**src/rtl/hostcfg_pkg.sv**
```systemverilog
package hostcfg_pkg;

  localparam int OPC_W      = 8;
  localparam int VAL_W      = 16;
  localparam int MODE_W     = 2;
  localparam int STREAM_W   = 3;
  localparam int CPE_W      = 6;
  localparam int NUM_TIMING = 5;

  // Opcode assignments; timing opcodes are consecutive from the base, in
  // the order long chirp, long listen, guard, short chirp, short listen.
  localparam logic [OPC_W-1:0] OP_MODE        = 8'h01;
  localparam logic [OPC_W-1:0] OP_TRIG        = 8'h02;
  localparam logic [OPC_W-1:0] OP_THR         = 8'h03;
  localparam logic [OPC_W-1:0] OP_STREAM      = 8'h04;
  localparam logic [OPC_W-1:0] OP_TIMING_BASE = 8'h10;
  localparam logic [OPC_W-1:0] OP_CPE         = 8'h15;
  localparam logic [OPC_W-1:0] OP_STATUS      = 8'hFF;

  // Strobes from command decode to the register datapath.
  typedef struct packed {
    logic                  setMode;
    logic                  setThr;
    logic                  setStream;
    logic [NUM_TIMING-1:0] setTiming;
    logic                  setCpe;
    logic                  fireTrig;
    logic                  fireStatus;
  } cmdStrobes_t;

endpackage

```
**src/rtl/hostcfg_decode.sv**
```systemverilog
module hostcfg_decode
  import hostcfg_pkg::*;
(
  input  logic             cmdValid,
  input  logic [OPC_W-1:0] cmdOpcode,
  output cmdStrobes_t      strobes
);

  logic [NUM_TIMING-1:0] timingHit;

  for (genvar k = 0; k < NUM_TIMING; k++) begin : g_timingHit
    assign timingHit[k] = (cmdOpcode == OPC_W'(int'(OP_TIMING_BASE) + k));
  end

  always_comb begin
    strobes = '0;
    if (cmdValid) begin
      strobes.setTiming = timingHit;
      case (cmdOpcode)
        OP_MODE:   strobes.setMode    = 1'b1;
        OP_TRIG:   strobes.fireTrig   = 1'b1;
        OP_THR:    strobes.setThr     = 1'b1;
        OP_STREAM: strobes.setStream  = 1'b1;
        OP_CPE:    strobes.setCpe     = 1'b1;
        OP_STATUS: strobes.fireStatus = 1'b1;
        default:   ;
      endcase
    end
  end

endmodule

```
**src/rtl/hostcfg_regs.sv**
```systemverilog
module hostcfg_regs
  import hostcfg_pkg::*;
#(
  parameter logic [MODE_W-1:0]                  DEF_MODE   = '0,
  parameter logic [VAL_W-1:0]                   DEF_THR    = 16'd10000,
  parameter logic [STREAM_W-1:0]                DEF_STREAM = 3'b111,
  parameter logic [NUM_TIMING-1:0][VAL_W-1:0]   DEF_TIMING = {16'd17450, 16'd50, 16'd17540, 16'd13700, 16'd3000},
  parameter logic [CPE_W-1:0]                   DEF_CPE    = 6'd32
) (
  input  logic                                 clk,
  input  logic                                 rstN,
  input  cmdStrobes_t                          strobes,
  input  logic [VAL_W-1:0]                     cmdValue,
  output logic [MODE_W-1:0]                    modeQ,
  output logic [VAL_W-1:0]                     thrQ,
  output logic [STREAM_W-1:0]                  streamQ,
  output logic [NUM_TIMING-1:0][VAL_W-1:0]     timingQ,
  output logic [CPE_W-1:0]                     cpeQ,
  output logic                                 trigQ,
  output logic                                 statusQ
);

  always_ff @(posedge clk or negedge rstN) begin
    if (!rstN) begin
      modeQ   <= DEF_MODE;
      thrQ    <= DEF_THR;
      streamQ <= DEF_STREAM;
      cpeQ    <= DEF_CPE;
      trigQ   <= 1'b0;
      statusQ <= 1'b0;
    end else begin
      // Pulses re-arm from each cycle's decode, so a run of commands
      // holds them high and the first other cycle drops them.
      trigQ   <= strobes.fireTrig;
      statusQ <= strobes.fireStatus;
      if (strobes.setMode)   modeQ   <= cmdValue[MODE_W-1:0];
      if (strobes.setThr)    thrQ    <= cmdValue;
      if (strobes.setStream) streamQ <= cmdValue[STREAM_W-1:0];
      if (strobes.setCpe)    cpeQ    <= cmdValue[CPE_W-1:0];
    end
  end

  always_ff @(posedge clk or negedge rstN) begin
    if (!rstN) begin
      timingQ <= DEF_TIMING;
    end else begin
      for (int k = 0; k < NUM_TIMING; k++) begin
        if (strobes.setTiming[k]) timingQ[k] <= cmdValue;
      end
    end
  end

  // decode never asks for two destinations at once
  a_r6_single_strobe: assert property (@(posedge clk) disable iff (!rstN)
    $onehot0(strobes));

endmodule

```
**src/rtl/hostcfg_detect.sv**
```systemverilog
module hostcfg_detect #(
  parameter int SAMP_W = 16,
  parameter int THR_W  = 16,
  parameter int CNT_W  = 16
) (
  input  logic                     clk,
  input  logic                     rstN,
  input  logic                     sampleValid,
  input  logic signed [SAMP_W-1:0] sampleI,
  input  logic signed [SAMP_W-1:0] sampleQ,
  input  logic [THR_W-1:0]         threshold,
  output logic                     detectFlag,
  output logic [CNT_W-1:0]         detectCount
);

  localparam int MAG_W = SAMP_W + 1;

  function automatic logic [MAG_W-1:0] absExt(input logic signed [SAMP_W-1:0] x);
    logic [MAG_W-1:0] e;
    e = {x[SAMP_W-1], x};
    return x[SAMP_W-1] ? (~e + 1'b1) : e;
  endfunction

  logic [MAG_W-1:0] magQ;
  logic             magValidQ;
  logic             hit;

  assign hit = magValidQ && (magQ > MAG_W'(threshold));

  always_ff @(posedge clk or negedge rstN) begin
    if (!rstN) begin
      magQ        <= '0;
      magValidQ   <= 1'b0;
      detectFlag  <= 1'b0;
      detectCount <= '0;
    end else begin
      magValidQ  <= sampleValid;
      if (sampleValid) magQ <= absExt(sampleI) + absExt(sampleQ);
      detectFlag <= hit;
      if (hit) detectCount <= detectCount + 1'b1;
    end
  end

  // counter only moves alongside a raised flag
  a_r9_count_with_flag: assert property (@(posedge clk) disable iff (!rstN)
    (detectCount != $past(detectCount)) |-> detectFlag);

  // a flag always traces back to a sample two cycles earlier
  a_r8_flag_from_sample: assert property (@(posedge clk) disable iff (!rstN)
    detectFlag |-> $past(sampleValid, 2));

endmodule

```
**src/rtl/hostcfg_bank.sv**
```systemverilog
module hostcfg_bank
  import hostcfg_pkg::*;
#(
  parameter int SAMP_W = 16,
  parameter int CNT_W  = 16
) (
  input  logic                     clk,
  input  logic                     rstN,
  input  logic                     cmdValid,
  input  logic [OPC_W-1:0]         cmdOpcode,
  input  logic [VAL_W-1:0]         cmdValue,
  input  logic                     sampleValid,
  input  logic signed [SAMP_W-1:0] sampleI,
  input  logic signed [SAMP_W-1:0] sampleQ,
  output logic [MODE_W-1:0]        radarMode,
  output logic                     triggerPulse,
  output logic [VAL_W-1:0]         detThreshold,
  output logic [STREAM_W-1:0]      streamEnable,
  output logic [VAL_W-1:0]         longChirpCycles,
  output logic [VAL_W-1:0]         longListenCycles,
  output logic [VAL_W-1:0]         guardCycles,
  output logic [VAL_W-1:0]         shortChirpCycles,
  output logic [VAL_W-1:0]         shortListenCycles,
  output logic [CPE_W-1:0]         chirpsPerElev,
  output logic                     statusReqPulse,
  output logic                     detectFlag,
  output logic [CNT_W-1:0]         detectCount
);

  cmdStrobes_t                       strobes;
  logic [NUM_TIMING-1:0][VAL_W-1:0]  timingQ;

  hostcfg_decode u_decode (
    .cmdValid  (cmdValid),
    .cmdOpcode (cmdOpcode),
    .strobes   (strobes)
  );

  hostcfg_regs u_regs (
    .clk      (clk),
    .rstN     (rstN),
    .strobes  (strobes),
    .cmdValue (cmdValue),
    .modeQ    (radarMode),
    .thrQ     (detThreshold),
    .streamQ  (streamEnable),
    .timingQ  (timingQ),
    .cpeQ     (chirpsPerElev),
    .trigQ    (triggerPulse),
    .statusQ  (statusReqPulse)
  );

  assign longChirpCycles   = timingQ[0];
  assign longListenCycles  = timingQ[1];
  assign guardCycles       = timingQ[2];
  assign shortChirpCycles  = timingQ[3];
  assign shortListenCycles = timingQ[4];

  hostcfg_detect #(
    .SAMP_W (SAMP_W),
    .THR_W  (VAL_W),
    .CNT_W  (CNT_W)
  ) u_detect (
    .clk         (clk),
    .rstN        (rstN),
    .sampleValid (sampleValid),
    .sampleI     (sampleI),
    .sampleQ     (sampleQ),
    .threshold   (detThreshold),
    .detectFlag  (detectFlag),
    .detectCount (detectCount)
  );

  // Port-level checks against an independent opcode list.
  logic opKnown;
  logic [VAL_W*6+MODE_W+STREAM_W+CPE_W-1:0] cfgAll;

  assign opKnown = (cmdOpcode == 8'h01) || (cmdOpcode == 8'h02) ||
                   (cmdOpcode == 8'h03) || (cmdOpcode == 8'h04) ||
                   (cmdOpcode == 8'hFF) ||
                   ((cmdOpcode >= 8'h10) && (cmdOpcode <= 8'h15));
  assign cfgAll  = {radarMode, detThreshold, streamEnable, longChirpCycles,
                    longListenCycles, guardCycles, shortChirpCycles,
                    shortListenCycles, chirpsPerElev};

  // trigger opcode is followed by the pulse
  a_r4_trig_follows: assert property (@(posedge clk) disable iff (!rstN)
    (cmdValid && cmdOpcode == 8'h02) |=> triggerPulse);

  // status opcode is followed by the pulse
  a_r4_status_follows: assert property (@(posedge clk) disable iff (!rstN)
    (cmdValid && cmdOpcode == 8'hFF) |=> statusReqPulse);

  // a pulse never outlives the command that started it
  a_r5_trig_needs_cmd: assert property (@(posedge clk) disable iff (!rstN)
    triggerPulse |-> $past(cmdValid && cmdOpcode == 8'h02));

  a_r5_status_needs_cmd: assert property (@(posedge clk) disable iff (!rstN)
    statusReqPulse |-> $past(cmdValid && cmdOpcode == 8'hFF));

  // idle cycles and unlisted opcodes change no register
  a_r6_idle_hold: assert property (@(posedge clk) disable iff (!rstN)
    !cmdValid |=> $stable(cfgAll));

  a_r6_unlisted_hold: assert property (@(posedge clk) disable iff (!rstN)
    (cmdValid && !opKnown) |=> ($stable(cfgAll) && !triggerPulse && !statusReqPulse));

endmodule

```
**config.mk**
```make
export PLATFORM = sky130hd
export DESIGN_NAME = hostcfg_bank
export DESIGN_NICKNAME = d
export VERILOG_FILES = /design/src/rtl/hostcfg_pkg.sv /design/src/rtl/hostcfg_decode.sv /design/src/rtl/hostcfg_regs.sv /design/src/rtl/hostcfg_detect.sv /design/src/rtl/hostcfg_bank.sv
export SDC_FILE = /design/constraint.sdc
export NUM_CORES = 1
export LEC_CHECK = 0
export ABC_AREA = 0
export BUFFER_PORTS_ARGS = -buffer_cell sky130_fd_sc_hd__buf_2
export CAP_MARGIN = 20
export CORE_MARGIN = 4
export CORE_UTILIZATION = 35
export DETAILED_ROUTE_END_ITERATION = 8
export HOLD_SLACK_MARGIN = 0.1
export PLACE_DENSITY = 0.61
export SYNTH_ARGS = -nofsm -noshare
export SYNTH_HDL_FRONTEND = slang
export SYNTH_SLANG_ARGS = --single-unit
```
**constraint.sdc**
```tcl
create_clock -name clk -period 2.2 [get_ports clk]
set_input_delay 0.11 -clock clk [delete_from_list [all_inputs] [get_ports clk]]
set_output_delay 0.11 -clock clk [all_outputs]
set_load 0.01 [all_outputs]
```
==> summary.md, run 1 <==
| Metric | Value |
|---|---|
| GP Congestion | `0.8126` |
| Highest clock rate | `0.4148 GHz` |
| VDD IR max | `0.5132 mV` |
| Final Power | `7.651 mW` |
| CTS tree | `done` |
| Initial Util | `0.3608` |
| Mapped Cells | `632` |
| Kind of critical path | `reg2reg` |
| Die area | `0.02359 sq mm` |
| Worst EP required | `2490 ps` |
| Slew headroom | `0.5852` |
| Setup skew after layout | `4.410 ps` |
| Crit path arrival time | `2700 ps` |
| Nets | `1045` |
| # DRC | `0` |
| Post-synth ARST share | `1.000` |
| Sequential area share after synthesis | `0.4916` |
| Net Count, Synth | `728` |
| Io pins | `186` |
| Min-delay src | `cmdOpcode[1]` |
| Worst reg2reg startpoint | `u_regs.thrQ[13]$_DFFE_PN1P_` |
| First-pass GRT wire length | `30520 um` |
| Leakage | `5.438 nW` |
| Initial antenna violation count | `0` |
| Gr usage total | `0.1566` |
| Final hold viol count | `0` |
| Startpoint types | `flip-flop` |
| H-tree levels | `4` |
| I/O Buffers | `185` |
| Filler cell count | `1817` |
| Worst reg2reg path depth | `9` |
| Routed Antenna Nets | `0` |
| DR iter-0 viols | `171` |
| Num Clock Sinks | `144` |
| EDFF count, synth | `0` |
| Routed wire per std cell | `15.29 um` |
| Max FO, Critical Path | `8` |
| Die H | `153.6 um` |
| Ys Warns | `0` |
| Vias per cell | `4.776` |
| Via count of the routed design | `5884` |
| Failing checks | `negative setup slack` |
| Final worst slack | `-210.9 ps` |
| Max Transition Viols Final | `0` |
| Setup-failing EPs final | `21` |
| Clock buffer count from CTS | `17` |
| CP peak stage delay | `540 ps` |
| Detailed placer's ending HPWL | `14370 um` |
| GRT overflow | `0` |
| Clk Latency, worst-skew pair | `410 ps` |
| Post-synth top area cell | `dfrtp_1` |
| Fraction of layout cells with a size suffix above 1 | `0.5572` |
| Synth area leaders | `dfrtp_1 (37%), mux2_2 (12%), dfstp_2 (12%)` |
| Hold Crit Depth | `3` |
| #FFs+latches synth | `144` |
| Status | `finished, violations left` |
| Syn-to-layout area delta | `45.46%` |
| R2r endpoint | `u_detect.detectCount[1]$_DFFE_PN0P_` |
| Power per cell area | `709.2 mW/mm^2` |
| Worst path slowest cell | `dfstp_2` |
| End of the worst hold path | `u_regs.timingQ[49]$_DFFE_PN1P_` |
| Rows | `52` |
| Class of the tightest hold or removal check | `in2reg` |
| N_diodes | `0` |
| Syn Area/Cell | `11.74 sq um` |
| Post-Syn Area | `0.007417 sq mm` |
| Main synth FF type | `dfrtp_1` |
| Reg-to-reg slack, setup | `-210 ps` |
| Area post-placement | `0.009483 sq mm` |
| Critical path capture point type | `flip-flop` |
| Fin util | `0.5248` |
| Cell variety after synth | `61` |
| Pin slew with the least headroom to its limit | `616.6 ps` |
| Final period util | `1.096` |
| Die W | `153.6 um` |
| Top cell type's share of synthesized area | `0.3711` |
| Min Tclk post-route | `2411 ps` |
| Max_cap viols | `0` |
| Vias in the first global route | `5906` |
| Final Cell Area | `0.01079 sq mm` |
| Initial DRT Pass Iterations | `4` |
| Largest net degree at the start of global routing | `65` |
| Worst-path clk slew | `60 ps` |
| Routed WL | `18840 um` |
| CP cell instances | `inv_2, ha_4, nand4b_1, o221a_2, a221o_1, buf_6, a21oi_4, buf_12, mux2_4` |
| Core Region | `0.02056 sq mm` |
| CTS max path bufs | `2` |
| Clock root buffer | `clkbuf_16` |
| RSZ-0062 raised after global routing | `true` |
## worst max-delay path by stage
stage	startpoint	endpoint	slack, ps	depth (start not counted)
floorplan	sampleQ[0]	u_detect.magQ[16]$_DFFE_PN0P_	-250	11
global placement	sampleQ[0]	u_detect.magQ[16]$_DFFE_PN0P_	-520	12
detailed placement	sampleI[4]	u_detect.magQ[16]$_DFFE_PN0P_	-540	12
CTS	u_regs.thrQ[13]$_DFFE_PN1P_	u_detect.detectCount[9]$_DFFE_PN0P_	-200	9
global route	u_regs.thrQ[13]$_DFFE_PN1P_	u_detect.detectCount[1]$_DFFE_PN0P_	-290	9
finish	u_regs.thrQ[13]$_DFFE_PN1P_	u_detect.detectCount[1]$_DFFE_PN0P_	-210	9
## state kept, by name, summed over array words and instances (netlist names), 2 cells and up
register / count
u_regs.timingQ: 80
u_detect.magQ: 17
u_detect.detectCount: 16
u_regs.thrQ: 16
u_regs.cpeQ: 6
u_regs.streamQ: 3
u_regs.modeQ: 2
## through the flow
stage | setup WS (ps) | instances | hold WS, ps | TNS, ps
CTS | -200.6 | 1222 | 155.7 | -2472
global route | -294.2 | 1232 | 201.3 | -4768
detailed placement | -542.6 | 1166 | 86.46 | -6742
finish | -210.9 | 1232 | 184.3 | -2499
global placement | -520.2 | 1166 | 85.90 | -6181
floorplan | -248.6 | 632 | -185.6 | -1550
## critical path, delay by kind of cell (launching register included)
| kind | cells | cell delay [ps] |
|---|---|---|
| compound gates | 3 | 760 |
| buf+inv | 3 | 330 |
| fa+ha+maj | 1 | 240 |
| mux | 1 | 290 |
| flops | 1 | 540 |
| simple gates | 1 | 140 |
## cells in the final DEF (no fill, tap or decap), types with 9 or more instances in the layout
cell           synthesis  routed
nor2_1                14      10
buf_2                  5     180
dfstp_2               34      34
clkbuf_16              0      17
buf_6                  2      14
xnor2_1               42      40
nand2b_1               9       9
nand3_1               16      13
dlygate4sd3_1          0      23
nand4_1               11      11
buf_4                  0      97
ha_1                  35      28
inv_1                 29      25
o21ai_0               35      30
dfrtp_1              110     110
mux2_2                80      79
nand2_1               53      45
mux2_4                20      21
## layout make-up
cell class	instances	area, sq um	share of cell area
Tap cell	270	337.8	0.03131
Clock inverter	12	135.1	0.01252
Multi-Input combinational cell	437	3963	0.3673
Clock buffer	20	446.7	0.04140
Sequential cell	144	3646	0.3379
Inverter	29	128.9	0.01194
Timing Repair Buffer	320	2132	0.1976
## cell families (layout without fill, tap and decap cells)
family | Yosys count | after routing | share of synthesized area
simple gates | 158 | 158 | 0.1130
flops | 144 | 144 | 0.4916
compound gates | 94 | 94 | 0.08519
xor+xnor | 49 | 49 | 0.05786
buf+inv | 51 | 381 | 0.02868
fa+ha+maj | 36 | 36 | 0.06174
mux | 100 | 100 | 0.1619
## synthesized netlist by cell type, types with 2 or more instances
| library cell | count |
|---|---|
| dfrtp_1 | 110 |
| mux2_2 | 80 |
| nand2_1 | 53 |
| xnor2_1 | 42 |
| ha_1 | 35 |
| o21ai_0 | 35 |
| dfstp_2 | 34 |
| inv_1 | 29 |
| mux2_4 | 20 |
| nand3_1 | 16 |
| a21oi_1 | 14 |
| clkbuf_1 | 14 |
| nor2_1 | 14 |
| nand4_1 | 11 |
| nor3_1 | 11 |
| nand2b_1 | 9 |
| or3_1 | 7 |
| xor2_1 | 7 |
| a21o_1 | 6 |
| o31ai_1 | 6 |
| a211oi_1 | 5 |
| and3_1 | 5 |
| buf_2 | 5 |
| o41ai_1 | 5 |
| or4_1 | 5 |
| and2_1 | 4 |
| nor4_1 | 4 |
| o21a_1 | 4 |
| nand3b_1 | 3 |
| nor2b_1 | 3 |
| o2111ai_1 | 3 |
| buf_6 | 2 |
| nand4b_1 | 2 |
| nor3b_1 | 2 |
## what timing repair did
item                       CTS  global route
setup endpoints to repair   23            23
hold endpoints to repair   161             0
setup buffers                1            10
pin swaps                   16            42
resized for setup           27            59
hold buffers                23             0
## power breakdown
part	switching [mW]	leakage (nW)	total (mW)	internal, mW
Combinational	0.883	3.37	1.83	0.950
Clock	1.09	0.273	2.80	1.70
Sequential	0.128	1.79	3.02	2.89
## metal layers
layer	share of wire	up-vias	GRT usage
met2	0.46	138	0.2501
met3	0.040	23	0.02558
li1	-	2903	-
met1	0.48	2820	0.2172
met4	0.020	0	0.05425
met5	0	-	0
No activity file was read; power rests on OpenSTA's default activity.
==> run 2: changes to the inputs <==
--- a/config.mk
+++ b/config.mk
@@ -6,13 +6,12 @@
 export NUM_CORES = 1
 export LEC_CHECK = 0
 export ABC_AREA = 0
-export BUFFER_PORTS_ARGS = -buffer_cell sky130_fd_sc_hd__buf_2
 export CAP_MARGIN = 20
 export CORE_MARGIN = 4
 export CORE_UTILIZATION = 35
 export DETAILED_ROUTE_END_ITERATION = 8
-export HOLD_SLACK_MARGIN = 0.1
-export PLACE_DENSITY = 0.61
+export DONT_BUFFER_PORTS = 1
+export PLACE_DENSITY = 0.53
 export SYNTH_ARGS = -nofsm -noshare
 export SYNTH_HDL_FRONTEND = slang
 export SYNTH_SLANG_ARGS = --single-unit
==> run 2 against run 1 <==
  * The run ends with negative hold slack, negative setup slack left
  * Die area unchanged
  * Power down 4.5%
  * Fmax down 0.19%
  * Routed wire length rose by 0.64%
  * Flip-flop and latch count did not move
==> summary.md, run 2 (synthesized netlist as in run 1, its figures left out) <==
| Metric | Value |
|---|---|
| Status | `finished, violations left` |
| Failing checks | `negative hold slack, negative setup slack` |
| Commonest non-fill, non-tap cell in the layout | `dfrtp_1` |
| Fraction of layout cells with a size suffix above 1 | `0.4097` |
| GP Congestion | `0.8108` |
| Most frequent cells in the layout | `dfrtp_1 (110), buf_4 (88), mux2_2 (79), nand2_1 (49), xnor2_1 (42)` |
| Setup tns final | `-2460 ps` |
| Gr usage total | `0.1587` |
| Routed wire per std cell | `18.42 um` |
| Startpoint types | `flip-flop` |
| Met1 GRT Util | `0.2011` |
| CP peak stage delay | `540 ps` |
| Worst-path clk slew | `60 ps` |
| CTS max path bufs | `2` |
| Io pins | `186` |
| Via count of the routed design | `5282` |
| Nets | `842` |
| Final Non-Filler Cells | `1029` |
| Routed WL | `18960 um` |
| Clock buffer count from CTS | `17` |
| Clk Latency, worst-skew pair | `410 ps` |
| CP cell instances | `inv_2, ha_4, nand4b_1, o221a_2, a221o_1, a211oi_4, buf_12, nand4_1, xnor2_1` |
| I/O Buffers | `0` |
| VDD IR max | `0.5139 mV` |
| Final Cell Area | `0.009475 sq mm` |
| Initial DRT Pass Iterations | `4` |
| Vias in the first global route | `5484` |
| DR iter-0 viols | `165` |
| Die W | `153.6 um` |
| GRT overflow | `0` |
| Max reg flops | `80` |
| Pin slew with the least headroom to its limit | `798.6 ps` |
| Worst path slowest cell | `dfstp_2` |
| Setup skew after layout | `6.640 ps` |
| Die area | `0.02359 sq mm` |
| Max_cap viols | `0` |
| Place WS | `-400.8 ps` |
| Final period util | `1.098` |
| Area post-placement | `0.008428 sq mm` |
| Crit path arrival time | `2710 ps` |
| Hold Buf Count CTS | `24` |
| Dpl cells | `968` |
| Die H | `153.6 um` |
| Rows | `52` |
| Initial antenna violation count | `0` |
| Kind of critical path | `reg2reg` |
| Initial Util | `0.3608` |
| Met3 usage | `0.04694` |
| Top Usage Layer GRT | `met2` |
| Final worst slack | `-215.6 ps` |
| Highest clock rate | `0.4140 GHz` |
| Final Power | `7.305 mW` |
| Top cell family by delay on the critical path | `compound AO/OA/AOI/OAI gates` |
| Vias per cell | `5.133` |
| GR Layer Usage met2 | `0.2611` |
| Worst EP required | `2500 ps` |
| Max Transition Viols Final | `0` |
| Power per cell area | `771.0 mW/mm^2` |
| Syn-to-layout area delta | `27.75%` |
| CTS tree | `done` |
| First-pass GRT wire length | `30170 um` |
| N_diodes | `0` |
| Num Clock Sinks | `144` |
| CP bufs+invs | `2` |
| H-tree levels | `4` |
| Largest net degree at the start of global routing | `145` |
| Min Hold Slack | `-601.6 ps` |
| Leakage | `4.397 nW` |
| Final hold viol count | `144` |
| Detailed placer's ending HPWL | `14120 um` |
| Setup-failing EPs final | `17` |
| # DRC | `0` |
| Class of the tightest hold or removal check | `in2async` |
| Routed Antenna Nets | `0` |
| RSZ-0062 raised after global routing | `true` |
| Reg with most FFs | `u_regs.timingQ` |
| Min Tclk post-route | `2416 ps` |
| Max FO, Critical Path | `9` |
| Largest registers | `u_regs.timingQ x80, u_detect.magQ x17` |
| Clock root buffer | `clkbuf_16` |
| Critical path capture point type | `flip-flop` |
| Fin util | `0.4609` |
| Core Region | `0.02056 sq mm` |
| Slew headroom | `0.4658` |
run 2: cell types whose count changed in the layout (fill, tap and decap cells not counted), sizes merged:
cell         previous run  this run
buf                   297        93
clkbuf                 20        17
inv                    31        36
dlygate4sd3            23        24
bufinv                  2         1
clkinv                  4         3
run 2: power breakdown:
group | internal (mW) | switching, mW
clock | 1.59 | 1.18
sequential | 2.89 | 0.202
combinational | 0.783 | 0.661
run 2: layout make-up:
| type | instances | area, sq um |
|---|---|---|
| clock inverter | 15 | 148.9 |
| tap | 270 | 337.8 |
| timing repair buffer | 117 | 965.9 |
| fill | 1896 | 11080 |
| clock buffer | 17 | 425.4 |
| sequential | 144 | 3646 |
| multi-input combinational | 437 | 3822 |
| inverter | 29 | 128.9 |
run 2: path summary, 6_finish.rpt:
kind                                         startpoint  slack, ps  cells past startpoint                              endpoint
setup / recovery            u_regs.thrQ[13]$_DFFE_PN1P_       -220                      9  u_detect.detectCount[12]$_DFFE_PN0P_
hold / removal                                     rstN       -600                      0        u_regs.timingQ[36]$_DFFE_PN0P_
setup reg to reg            u_regs.thrQ[13]$_DFFE_PN1P_       -220                      9  u_detect.detectCount[12]$_DFFE_PN0P_
hold reg to reg            u_detect.magQ[1]$_DFFE_PN0P_        520                      2          u_detect.magQ[1]$_DFFE_PN0P_
max in group asynchronous                          rstN       2550                      0           u_regs.thrQ[13]$_DFFE_PN1P_
min in group clk                           cmdOpcode[1]         30                      2         u_regs.streamQ[2]$_DFFE_PN1P_
run 2: routing by layer:
| layer | wire (um) | part of all wire |
|---|---|---|
| met5 | 0 | 0 |
| met2 | 9141 | 0.48 |
| met4 | 440 | 0.023 |
| met1 | 8237 | 0.43 |
| met3 | 1138 | 0.060 |
run 2: timing repair:
action | 4_1_cts | 5_1_grt
cloned | 0 | 0
hold endpoints to repair | 268 | 144
pin swaps | 8 | 25
setup buffers | 2 | 3
gates resized for setup | 5 | 34
setup endpoints to repair | 17 | 25
==> run 3: changes to the inputs <==
--- a/config.mk
+++ b/config.mk
@@ -12,6 +12,7 @@
 export DETAILED_ROUTE_END_ITERATION = 8
 export DONT_BUFFER_PORTS = 1
 export PLACE_DENSITY = 0.53
+export SKIP_LAST_GASP = 1
 export SYNTH_ARGS = -nofsm -noshare
 export SYNTH_HDL_FRONTEND = slang
 export SYNTH_SLANG_ARGS = --single-unit
==> run 3 against run 2 <==
  * The run still ends with negative hold slack, negative setup slack left
  * Critical path depth stayed put
  * Global-route usage stayed put
  * Fmax hardly changed
  * Power about the same
  * First-iteration DRC count fell by 4.8%
  * Clock skew up 1.6 ps
  * Non-clock buffer count did not move
==> summary.md, run 3 (synthesized netlist as in run 1, its figures left out) <==
| Metric | Value |
|---|---|
| Highest clock rate | `0.4140 GHz` |
| Max FO, Critical Path | `9` |
| Clk Latency, worst-skew pair | `420 ps` |
| CP peak stage delay | `540 ps` |
| Routed WL | `18960 um` |
| Vias per cell | `5.129` |
| Leakage | `4.396 nW` |
| Fin util | `0.4607` |
| Num Clock Sinks | `144` |
| Final worst slack | `-215.6 ps` |
| CP cell instances | `inv_2, ha_4, nand4b_1, o221a_2, a221o_1, a211oi_4, buf_12, nand4_1, xnor2_1` |
| Worst-path clk slew | `60 ps` |
| VDD IR max | `0.5136 mV` |
| Rows | `52` |
| GP Congestion | `0.8108` |
| Die H | `153.6 um` |
| Detailed placer's ending HPWL | `14120 um` |
| I/O Buffers | `0` |
| Reg with most FFs | `u_regs.timingQ` |
| Largest registers | `u_regs.timingQ x80, u_detect.magQ x17` |
| Io pins | `186` |
| Initial antenna violation count | `0` |
| RSZ-0062 raised after global routing | `true` |
| H-tree levels | `4` |
| Final period util | `1.098` |
| Nets | `842` |
| Final Cell Area | `0.009472 sq mm` |
| Class of the tightest hold or removal check | `in2async` |
| Max_cap viols | `0` |
| Critical path capture point type | `flip-flop` |
| Initial Util | `0.3608` |
| Setup tns final | `-2487 ps` |
| Core Region | `0.02056 sq mm` |
| Final Power | `7.307 mW` |
| Setup skew after layout | `8.266 ps` |
| Kind of critical path | `reg2reg` |
| # DRC | `0` |
| Hold Buf Count CTS | `24` |
| Pin slew with the least headroom to its limit | `799.3 ps` |
| Final hold viol count | `144` |
| Worst EP required | `2500 ps` |
| Vias in the first global route | `5484` |
| Crit path arrival time | `2710 ps` |
| Min Tclk post-route | `2416 ps` |
| Largest net degree at the start of global routing | `145` |
| Place WS | `-400.8 ps` |
| Routed Antenna Nets | `0` |
| Min Hold Slack | `-601.5 ps` |
| GRT overflow | `0` |
| Clock buffer count from CTS | `17` |
| Failing checks | `negative hold slack, negative setup slack` |
| Startpoint types | `flip-flop` |
| First-pass GRT wire length | `30170 um` |
| N_diodes | `0` |
| Area post-placement | `0.008428 sq mm` |
| Initial DRT Pass Iterations | `4` |
| DR iter-0 viols | `157` |
| Power per cell area | `771.5 mW/mm^2` |
| Die area | `0.02359 sq mm` |
| Fraction of layout cells with a size suffix above 1 | `0.4097` |
| Worst path slowest cell | `dfstp_2` |
| Setup-failing EPs final | `17` |
| Clock root buffer | `clkbuf_16` |
| Syn-to-layout area delta | `27.70%` |
| Via count of the routed design | `5278` |
| Routed wire per std cell | `18.43 um` |
| Die W | `153.6 um` |
| Max Transition Viols Final | `0` |
| Status | `finished, violations left` |
| Gr usage total | `0.1587` |
| Commonest non-fill, non-tap cell in the layout | `dfrtp_1` |
| Most frequent cells in the layout | `dfrtp_1 (110), buf_4 (89), mux2_2 (79), nand2_1 (49), xnor2_1 (42)` |
| Slew headroom | `0.4654` |
| CTS tree | `done` |
| CTS max path bufs | `2` |
| Max reg flops | `80` |
run 3: cell count changes in the layout (fill, tap and decap cells not counted):
| cell | delta |
|---|---|
| buf_4 | +1 |
| buf_6 | -1 |
run 3: layer usage:
layer / GRT usage / vias to the layer above / part of all wire
met4: 0.05214 / 0 / 0.023
met2: 0.2611 / 168 / 0.48
met3: 0.04694 / 25 / 0.061
met5: 0 / - / 0
met1: 0.2011 / 2585 / 0.43
li1: - / 2500 / -
run 3: cell type report:
type,count,area (sq um)
fillers,1896,11090
repair buffers,117,962.2
clock inverters,15,148.9
clock buffers,17,425.4
multi-input cells,437,3822
inverters,29,128.9
well taps,270,337.8
flip-flops and latches,144,3646
run 3: critical path: cells and delay by family (launching register included):
family | cells | cell delay (ps)
buffers and inverters | 2 | 200
AO/OA/AOI/OAI | 3 | 920
AND/OR/NAND/NOR | 2 | 240
XOR/XNOR | 1 | 160
flip-flops | 1 | 540
adder cells (fa/ha/maj) | 1 | 240
run 3: path summary, 6_finish.rpt:
check / slack (ps) / end / startpoint / cells past startpoint
worst max-delay path: -220 / u_detect.detectCount[12]$_DFFE_PN0P_ / u_regs.thrQ[13]$_DFFE_PN1P_ / 9
worst min-delay path: -600 / u_regs.timingQ[36]$_DFFE_PN0P_ / rstN / 0
worst max register to register: -220 / u_detect.detectCount[12]$_DFFE_PN0P_ / u_regs.thrQ[13]$_DFFE_PN1P_ / 9
worst min register to register: 520 / u_detect.magQ[1]$_DFFE_PN0P_ / u_detect.magQ[1]$_DFFE_PN0P_ / 2
max in group asynchronous: 2550 / u_regs.thrQ[13]$_DFFE_PN1P_ / rstN / 0
min in group clk: 30 / u_regs.streamQ[2]$_DFFE_PN1P_ / cmdOpcode[1] / 2
run 3: power breakdown:
group | internal, mW | switching, mW
Clock | 1.59 | 1.18
Combinational | 0.782 | 0.661
Sequential | 2.89 | 0.201
Total | 5.26 | 2.05
run 3: stage by stage:
step / hold WS [ps] / cells
global placement: -180.6 / 968
CTS: -632.0 / 1026
global route: -634.3 / 1029
detailed placement: -178.9 / 968
finish: -601.5 / 1029
floorplan: -185.6 / 632
run 3: timing repair:
action | in CTS | in global routing
resized for setup | 5 | 33
hold endpoints to repair | 268 | 144
cloned | 0 | 0
setup buffers | 2 | 3
pin swaps | 8 | 25
endpoints found under the setup margin | 17 | 25
